===== config.mk =====
export PLATFORM = sky130hd
export DESIGN_NAME = dac_bank_loader
export DESIGN_NICKNAME = d
export VERILOG_FILES = /design/src/rtl/dac_bank_pkg.sv /design/src/rtl/dac_bank_decode.sv /design/src/rtl/dac_in_reg.sv /design/src/rtl/dac_out_latch.sv /design/src/rtl/dac_bank_loader.sv
export SDC_FILE = /design/constraint.sdc
export NUM_CORES = 1
export LEC_CHECK = 0
export BUFFER_PORTS_ARGS = -buffer_cell sky130_fd_sc_hd__buf_2
export CORE_UTILIZATION = 58
export CTS_BUF_LIST = sky130_fd_sc_hd__clkbuf_16
export DETAILED_ROUTE_END_ITERATION = 6
export PLACE_DENSITY_LB_ADDON = 0.25
export SLEW_MARGIN = 20
export SYNTH_ARGS = -nofsm -noshare
export SYNTH_HDL_FRONTEND = slang
export SYNTH_SLANG_ARGS = --single-unit

===== constraint.sdc =====
create_clock -name clk -period 4.5 [get_ports clk]
set_input_delay 0.9 -clock clk [delete_from_list [all_inputs] [get_ports clk]]
set_output_delay 0.9 -clock clk [all_outputs]
set_load 0.01 [all_outputs]

===== src/rtl/dac_bank_pkg.sv =====
package dac_bank_pkg;

  localparam int unsigned CODE_W   = 14;
  localparam int unsigned LOW_W    = 8;
  localparam int unsigned HIGH_W   = CODE_W - LOW_W;
  localparam logic [CODE_W-1:0] MID_CODE = 14'h2000;

  typedef logic [CODE_W-1:0] code_t;

  typedef enum logic [1:0] {
    WR_FULL = 2'd0,
    WR_LOW  = 2'd1,
    WR_HIGH = 2'd2
  } wr_kind_e;

  // Classify a bus write from the two mode inputs.
  function automatic wr_kind_e classify(input logic byte_mode, input logic byte_hi);
    if (!byte_mode) return WR_FULL;
    return byte_hi ? WR_HIGH : WR_LOW;
  endfunction

  // New register value after a write of the given kind.
  function automatic code_t merge_write(input code_t old_val, input code_t bus,
                                        input wr_kind_e kind);
    code_t r;
    r = old_val;
    case (kind)
      WR_FULL: r = bus;
      WR_LOW:  r[LOW_W-1:0] = bus[LOW_W-1:0];
      WR_HIGH: r[CODE_W-1:LOW_W] = bus[HIGH_W-1:0];
      default: r = old_val;
    endcase
    return r;
  endfunction

endpackage


===== src/rtl/dac_bank_decode.sv =====
module dac_bank_decode #(
  parameter int unsigned NUM_CH = 4,
  parameter int unsigned AW     = 3
) (
  input  logic              clk,
  input  logic              rst_n,
  input  logic              cs_n,
  input  logic              wr_n,
  input  logic              ldac_n,
  input  logic [AW-1:0]     addr,
  output logic              wr_evt,
  output logic [NUM_CH-1:0] ch_we,
  output logic              load_en
);

  logic wr_n_q;
  logic ldac_n_q;
  logic addr_ok;
  logic ldac_rise;

  always_ff @(posedge clk or negedge rst_n) begin
    if (!rst_n) begin
      wr_n_q   <= 1'b1;
      ldac_n_q <= 1'b1;
    end else begin
      wr_n_q   <= wr_n;
      ldac_n_q <= ldac_n;
    end
  end

  // Commit point: strobe seen high after low, chip selected.
  assign wr_evt    = wr_n & ~wr_n_q & ~cs_n;
  assign addr_ok   = (32'(addr) < NUM_CH);
  assign ldac_rise = ldac_n & ~ldac_n_q;
  assign load_en   = ~ldac_n | ldac_rise;

  for (genvar i = 0; i < NUM_CH; i++) begin : g_sel
    assign ch_we[i] = wr_evt & addr_ok & (addr == AW'(i));
  end

  AST_ONE_TARGET: assert property (@(posedge clk) disable iff (!rst_n)
    $onehot0(ch_we));

  AST_BAD_ADDR_DROP: assert property (@(posedge clk) disable iff (!rst_n)
    (32'(addr) >= NUM_CH) |-> (ch_we == '0));

  AST_NO_CS_NO_WRITE: assert property (@(posedge clk) disable iff (!rst_n)
    cs_n |-> (ch_we == '0));

endmodule


===== src/rtl/dac_in_reg.sv =====
module dac_in_reg
  import dac_bank_pkg::*;
(
  input  logic  clk,
  input  logic  rst_n,
  input  logic  we,
  input  logic  byte_mode,
  input  logic  byte_hi,
  input  code_t data,
  output code_t q
);

  wr_kind_e kind;
  code_t    next_val;

  assign kind     = classify(byte_mode, byte_hi);
  assign next_val = merge_write(q, data, kind);

  always_ff @(posedge clk or negedge rst_n) begin
    if (!rst_n)  q <= MID_CODE;
    else if (we) q <= next_val;
  end

  AST_LOW_KEEPS_HIGH: assert property (@(posedge clk) disable iff (!rst_n)
    (we && kind == WR_LOW) |=> (q[CODE_W-1:LOW_W] == $past(q[CODE_W-1:LOW_W])));

  AST_HIGH_KEEPS_LOW: assert property (@(posedge clk) disable iff (!rst_n)
    (we && kind == WR_HIGH) |=> (q[LOW_W-1:0] == $past(q[LOW_W-1:0])));

  AST_IDLE_HOLD: assert property (@(posedge clk) disable iff (!rst_n)
    !we |=> $stable(q));

  AST_FULL_TAKES_BUS: assert property (@(posedge clk) disable iff (!rst_n)
    (we && kind == WR_FULL) |=> (q == $past(data)));

endmodule


===== src/rtl/dac_out_latch.sv =====
module dac_out_latch
  import dac_bank_pkg::*;
(
  input  logic  clk,
  input  logic  rst_n,
  input  logic  clr_n,
  input  logic  load,
  input  code_t d,
  output code_t q
);

  logic clear_n;
  assign clear_n = rst_n & clr_n;

  always_ff @(posedge clk or negedge clear_n) begin
    if (!clear_n)  q <= MID_CODE;
    else if (load) q <= d;
  end

  AST_CLEAR_PINS: assert property (@(posedge clk) disable iff (!rst_n)
    !clr_n |-> (q == MID_CODE));

  AST_LOAD_TAKES: assert property (@(posedge clk) disable iff (!rst_n || !clr_n)
    load |=> (q == $past(d)));

  AST_HOLD_NO_LOAD: assert property (@(posedge clk) disable iff (!rst_n || !clr_n)
    !load |=> $stable(q));

endmodule


===== src/rtl/dac_bank_loader.sv =====
module dac_bank_loader
  import dac_bank_pkg::*;
#(
  parameter int unsigned NUM_CH = 4,
  parameter int unsigned AW     = 3
) (
  input  logic                     clk,
  input  logic                     rst_n,
  input  logic                     clr_n,
  input  logic                     cs_n,
  input  logic                     wr_n,
  input  logic                     ldac_n,
  input  logic                     byte_mode,
  input  logic                     byte_hi,
  input  logic [AW-1:0]            addr,
  input  logic [CODE_W-1:0]        data,
  output logic [NUM_CH*CODE_W-1:0] dac_q
);

  logic              wr_evt;
  logic [NUM_CH-1:0] ch_we;
  logic              load_en;
  code_t             stage_q [NUM_CH];
  code_t             latch_q [NUM_CH];

  dac_bank_decode #(.NUM_CH(NUM_CH), .AW(AW)) u_decode (
    .clk     (clk),
    .rst_n   (rst_n),
    .cs_n    (cs_n),
    .wr_n    (wr_n),
    .ldac_n  (ldac_n),
    .addr    (addr),
    .wr_evt  (wr_evt),
    .ch_we   (ch_we),
    .load_en (load_en)
  );

  for (genvar c = 0; c < NUM_CH; c++) begin : g_ch
    dac_in_reg u_in (
      .clk       (clk),
      .rst_n     (rst_n),
      .we        (ch_we[c]),
      .byte_mode (byte_mode),
      .byte_hi   (byte_hi),
      .data      (data),
      .q         (stage_q[c])
    );

    dac_out_latch u_lat (
      .clk   (clk),
      .rst_n (rst_n),
      .clr_n (clr_n),
      .load  (load_en),
      .d     (stage_q[c]),
      .q     (latch_q[c])
    );

    assign dac_q[c*CODE_W +: CODE_W] = latch_q[c];
  end

  AST_WRITE_NEEDS_EVENT: assert property (@(posedge clk) disable iff (!rst_n)
    (ch_we != '0) |-> wr_evt);

  AST_RESET_MID: assert property (@(posedge clk) disable iff (!rst_n)
    $rose(rst_n) |-> (latch_q[0] == MID_CODE));

endmodule


==> Yosys cells after proc, flatten, opt, wreduce, memory -nomap -nowiden <==
Index checks and enable logic that the tools add are counted.
{ "totals": {"word_cells": 49, "in_bits": 25, "regBits": 114, "out_inout_bits": 56} }
{ "classes": {"n_mux": 3, "n_reduce_logical": 12, "order_cmp": 1, "bitwise": 14, "eq_ne": 5} }
{ "op_table": {"columns": ["op", "n"], "rows": [
  ["AND reduction 2 bit", 8],
  ["case mux 6 bit (2 select lines)", 1],
  ["AND 1 bit", 9],
  ["equality test 3 x 2 -> 1 bit, second input constant", 2],
  ["2-to-1 mux 2 bit", 2],
  ["NOT 1 bit", 4],
  ["equality test 3 x 1 -> 1 bit, second input constant", 1],
  ["logical NOT 3 bit", 1],
  ["less-than comparator 3 bit, second input constant", 1],
  ["equality test 2 x 1 -> 1 bit, second input constant", 1],
  ["equality test 2 bit, second input constant", 1],
  ["logical NOT 2 bit", 1],
  ["nonzero test 2 bit", 1],
  ["OR reduction 2 bit", 1],
  ["bitwise OR 1 bit", 1]
]} }

==> Longest topological paths before layout <==
{ "logic_depth": {"ltp_word": 6, "ltp_mapped": 4, "mapped_depth_nobuf": 3} }

==> By module <==
A second synthesis with hierarchy kept.
{ "hier_totals": {"hier_cells": 322, "area_unflattened_um2": 4669.5} }
{ "modules_own_cells": {"columns": ["module", "area_each_um2", "cells_per_inst", "seq_area_each_um2", "n_inst"], "rows": [
  ["dac_in_reg", 611.8, 48, 351.6, 4],
  ["dac_out_latch", 526.8, 30, 351.6, 4],
  ["dac_bank_decode", 115.1, 10, 52.6, 1]
]} }

==> Least setup slack after synthesis <==
Ideal clock, no wire load.
{ "synth_timing": {"kind": "in2reg", "startpoint": "input addr[2]", "endpoint": "register g_ch[2].u_in.q[10]", "setup_slack_ns": 2.118, "stages": 3, "setup_ns": 0.125, "required_ns": 4.375, "arrival_time_ns": 2.257, "n_path_buf": 0, "path_cell_list": "or4b_4 -> nor4b_4 -> mux2_2"} }
{ "synth_via": {"elab_chain_len": 4, "word_cells_on_any_way": 5, "classes_between": "1 x order compare; 1 x eq/ne; 2 x bitwise; 1 x reduce/logical"} }
{ "synth_rtl": {"columns": ["item", "line_no", "text"], "rows": [
  ["start: declaration", "dac_bank_loader.sv:15", "input logic [AW-1:0] addr,"],
  ["less-than comparator 3 bit", "dac_bank_decode.sv:33", "assign addr_ok = (32'(addr) < NUM_CH);"],
  ["AND 1 bit", "dac_bank_decode.sv:38", "assign ch_we[i] = wr_evt & addr_ok & (addr == AW'(i));"],
  ["AND 1 bit (*)", "dac_bank_decode.sv:38", null],
  ["AND reduction 2 bit (no source line) (*)", null, null],
  ["end signal: assignment", "dac_in_reg.sv:21", "else if (we) q <= next_val;"],
  ["end: declaration", "dac_in_reg.sv:10", "output code_t q"]
]} }
Every way passes the cells marked *; elsewhere a longest branch is shown, timed or not.
A chain may end at the register's enable or synchronous reset.

==> Worst setup path in the final report <==
{ "layout_timing": {"startpoint": "input addr[2]", "endpoint": "register g_ch[2].u_in.q[11]"} }
Same word-level chain as after synthesis.

==> results.py <==
metrics = {
    "sta": {
        "setup_viol": 0,
        "finalMaxSlewViolations": 0,
        "worst_pin_slew_ns": 0.990,
        "fmaxAchievable_ghz": 0.442,
        "period_minus_slack_ns": 2.26,
        "finalSetupTns_ns": 0,
        "post-route-period-util_pct": 50.3,
        "hold_viol_final": 0,
        "rsz0062_at_grt": "no",
        "slew_headroom_pct": 33.8,
        "clock_skew_ns": 0.00633,
    },
    "yosys": {
        "ys_seq_area_share_pct": 65.2,
        "yosys.area_share.simple_pct": 3.64,
        "synth_area_leader_cell": "dfrtp_1",
        "netlist_instances": 256,
        "synth_top_area_share_pct": 59.2,
        "postSynthAreaPerCell_um2": 17.2,
        "synth_top_family_by_area": "multiplexers",
        "synth_fp_nets": 281,
        "synth_compound_area_share_pct": 0,
        "netlist_area_um2": 4400,
        "synthAdderAreaFrac_pct": 0,
        "yosysWarnings": 0,
        "synth_cell_types": 18,
        "synth_area_leaders": "dfrtp_1 (59%), mux2_2 (30%), dfstp_2 (6.0%)",
        "synth_seq_cells": 114,
        "synth_xor_area_share_pct": 0,
        "synth.area.mux_share_pct": 30.2,
    },
    "clock_tree": {
        "cts-root-buf": "clkbuf_16",
        "cts-htree-levels": 4,
        "clock_path_buffers": 2,
        "cts.hold.buffers_added": 0,
        "clkSinkCount": 114,
        "cts_setup_buffers": 0,
        "clkLatencyLatePin_ns": 0.40,
        "cts_buffers": 17,
        "cts_resized": 0,
        "path_clk_slew_ns": 0.05,
        "cts_tree": "yes",
    },
    "cells_and_area": {
        "syn_to_final_growth_pct": 25.2,
        "num-nets-final": 374,
        "mostFrequentLayoutCell": "mux2_2",
        "final_area_um2": 5500,
        "multi_input_area_um2": 1490,
        "fillCellCount": 457,
        "final_cell_mix": "mux2_2 (118), dfrtp_1 (104), buf_2 (80), clkbuf_16 (17), dfstp_2 (10)",
        "area.sequential_um2": 2870,
        "drive_above_1_share_pct": 67.7,
        "fin_util_pct": 75.5,
        "diodes": 0,
    },
    "pwr": {
        "ir_drop_uv": 371,
        "p_leak_nw": 2.77,
        "powerDensity_nw_per_um2": 564,
    },
    "placed_design": {
        "hpwl_um": 5790,
        "io_buffers": 80,
        "place_area_um2": 4900,
        "place_congestion": 0.732,
    },
    "detailed_routing": {
        "drt_wl_total_um": 8820,
        "dr.pass1.iters": 4,
        "num_vias": 2504,
        "vias_per_cell": 5.43,
        "drtAntennaViolNets": 0,
        "drtIter0Drc": 119,
        "wire_per_inst_um": 19.1,
        "drc": 0,
    },
    "worst_setup_path": {
        "crit_start": "addr[2]",
        "r2r_cells": 3,
        "path_class": "in -> reg",
        "cp-start-kind": "primary input",
        "worstPathRequired_ns": 4.78,
        "endpoint_kind": "register",
        "arrival_ns": 2.54,
        "regToRegStartpoint": "u_decode.ldac_n_q",
        "crit_fanout": 6,
    },
    "die": {
        "io_pins": 81,
        "dieArea_um2": 7930,
        "core_um2": 7290,
        "die_w_um": 89.1,
        "floorplan.rows": 31,
        "initial_core_util_pct": 60.3,
        "die_y_um": 89.1,
    },
    "run": {
        "maxCapViolations": 0,
    },
    "global_route": {
        "grt-ovfl-total": 0,
        "grt_pass1_wl_um": 13700,
        "grt_max_degree": 57,
        "grtUsageTotal_pct": 24.9,
        "first_global_vias": 2575,
        "antenna_found_initial": 0,
    },
    "worst_hold_path": {
        "hold_class": "in -> async",
    },
    "outcome": {
        "status": "finished, final reports clean",
    },
}
==> state kept, by name, summed over array words and instances, names as in the netlist <==
signal,flops
g_ch.u_in.q,56
u_decode.wr_n_q,1
g_ch.u_lat.q,56
u_decode.ldac_n_q,1
==> per-stage QoR <==
step	hold slack [ns]	setup WS, ns	power, mW	cells
floorplan	0.474	1.91	1.58	256
global placement	0.482	1.84	1.75	429
detailed placement	0.482	1.82	1.77	429
CTS	0.315	2.23	3.13	461
global route	0.314	2.17	3.23	461
finish	0.335	2.24	3.10	461
==> logic make-up (layout without fill, tap and decap cells) <==
logic type | Yosys count | in the layout
mux | 118 | 118
flops | 114 | 114
simple gates | 15 | 15
buf+inv | 9 | 115
==> Yosys cell counts (all sizes together) <==
| cell | count |
|---|---|
| nand4b | 2 |
| and2 | 1 |
| nor2 | 1 |
| buf | 2 |
| nor4b | 3 |
| nand2 | 2 |
| and4b | 1 |
| dfstp | 10 |
| or4b | 1 |
| nand4 | 1 |
| nor4 | 1 |
| mux2 | 118 |
| nand3 | 1 |
| dfrtp | 104 |
| nor2b | 1 |
| clkbuf | 7 |
==> worst max-delay path: stages <==
cell and delay, ns:
buf_2 0.11, or4b_4 0.59, nor4b_4 0.53, mux2_2 0.41
==> worst paths after layout <==
kind | end | slack [ns]
setup / recovery | g_ch[2].u_in.q[11] | 2.24
hold / removal | g_ch[2].u_in.q[6] | 0.33
setup reg to reg | g_ch[3].u_lat.q[2] | 2.50
hold reg to reg | g_ch[0].u_lat.q[4] | 0.50
max in group asynchronous | g_ch[3].u_lat.q[13] | 2.79
min in group clk | g_ch[0].u_lat.q[4] | 0.50
==> final cells by class <==
type | instances | share of cell area [%]
Clock buffer | 17 | 7.73
Clock inverter | 15 | 3.16
Multi-Input combinational cell | 133 | 27.1
Sequential cell | 114 | 52.1
Tap cell | 99 | 2.25
Timing Repair Buffer | 83 | 7.68
==> power by group <==
part / internal [mW] / switching (mW) / total (mW)
clock: 0.910 / 0.436 / 1.35
combinational: 0.230 / 0.192 / 0.422
sequential: 1.23 / 0.102 / 1.33
==> per-layer routing <==
metal | vias to the layer above | global-route usage (%) | routed length (um)
met2 | 74 | 38.0 | 4420
met1 | 1299 | 33.6 | 3930
met5 | - | 0 | 0
met4 | 0 | 11.8 | 136
met3 | 16 | 6.65 | 336
li1 | 1115 | - | -
Power figures use the tool's default switching activity.
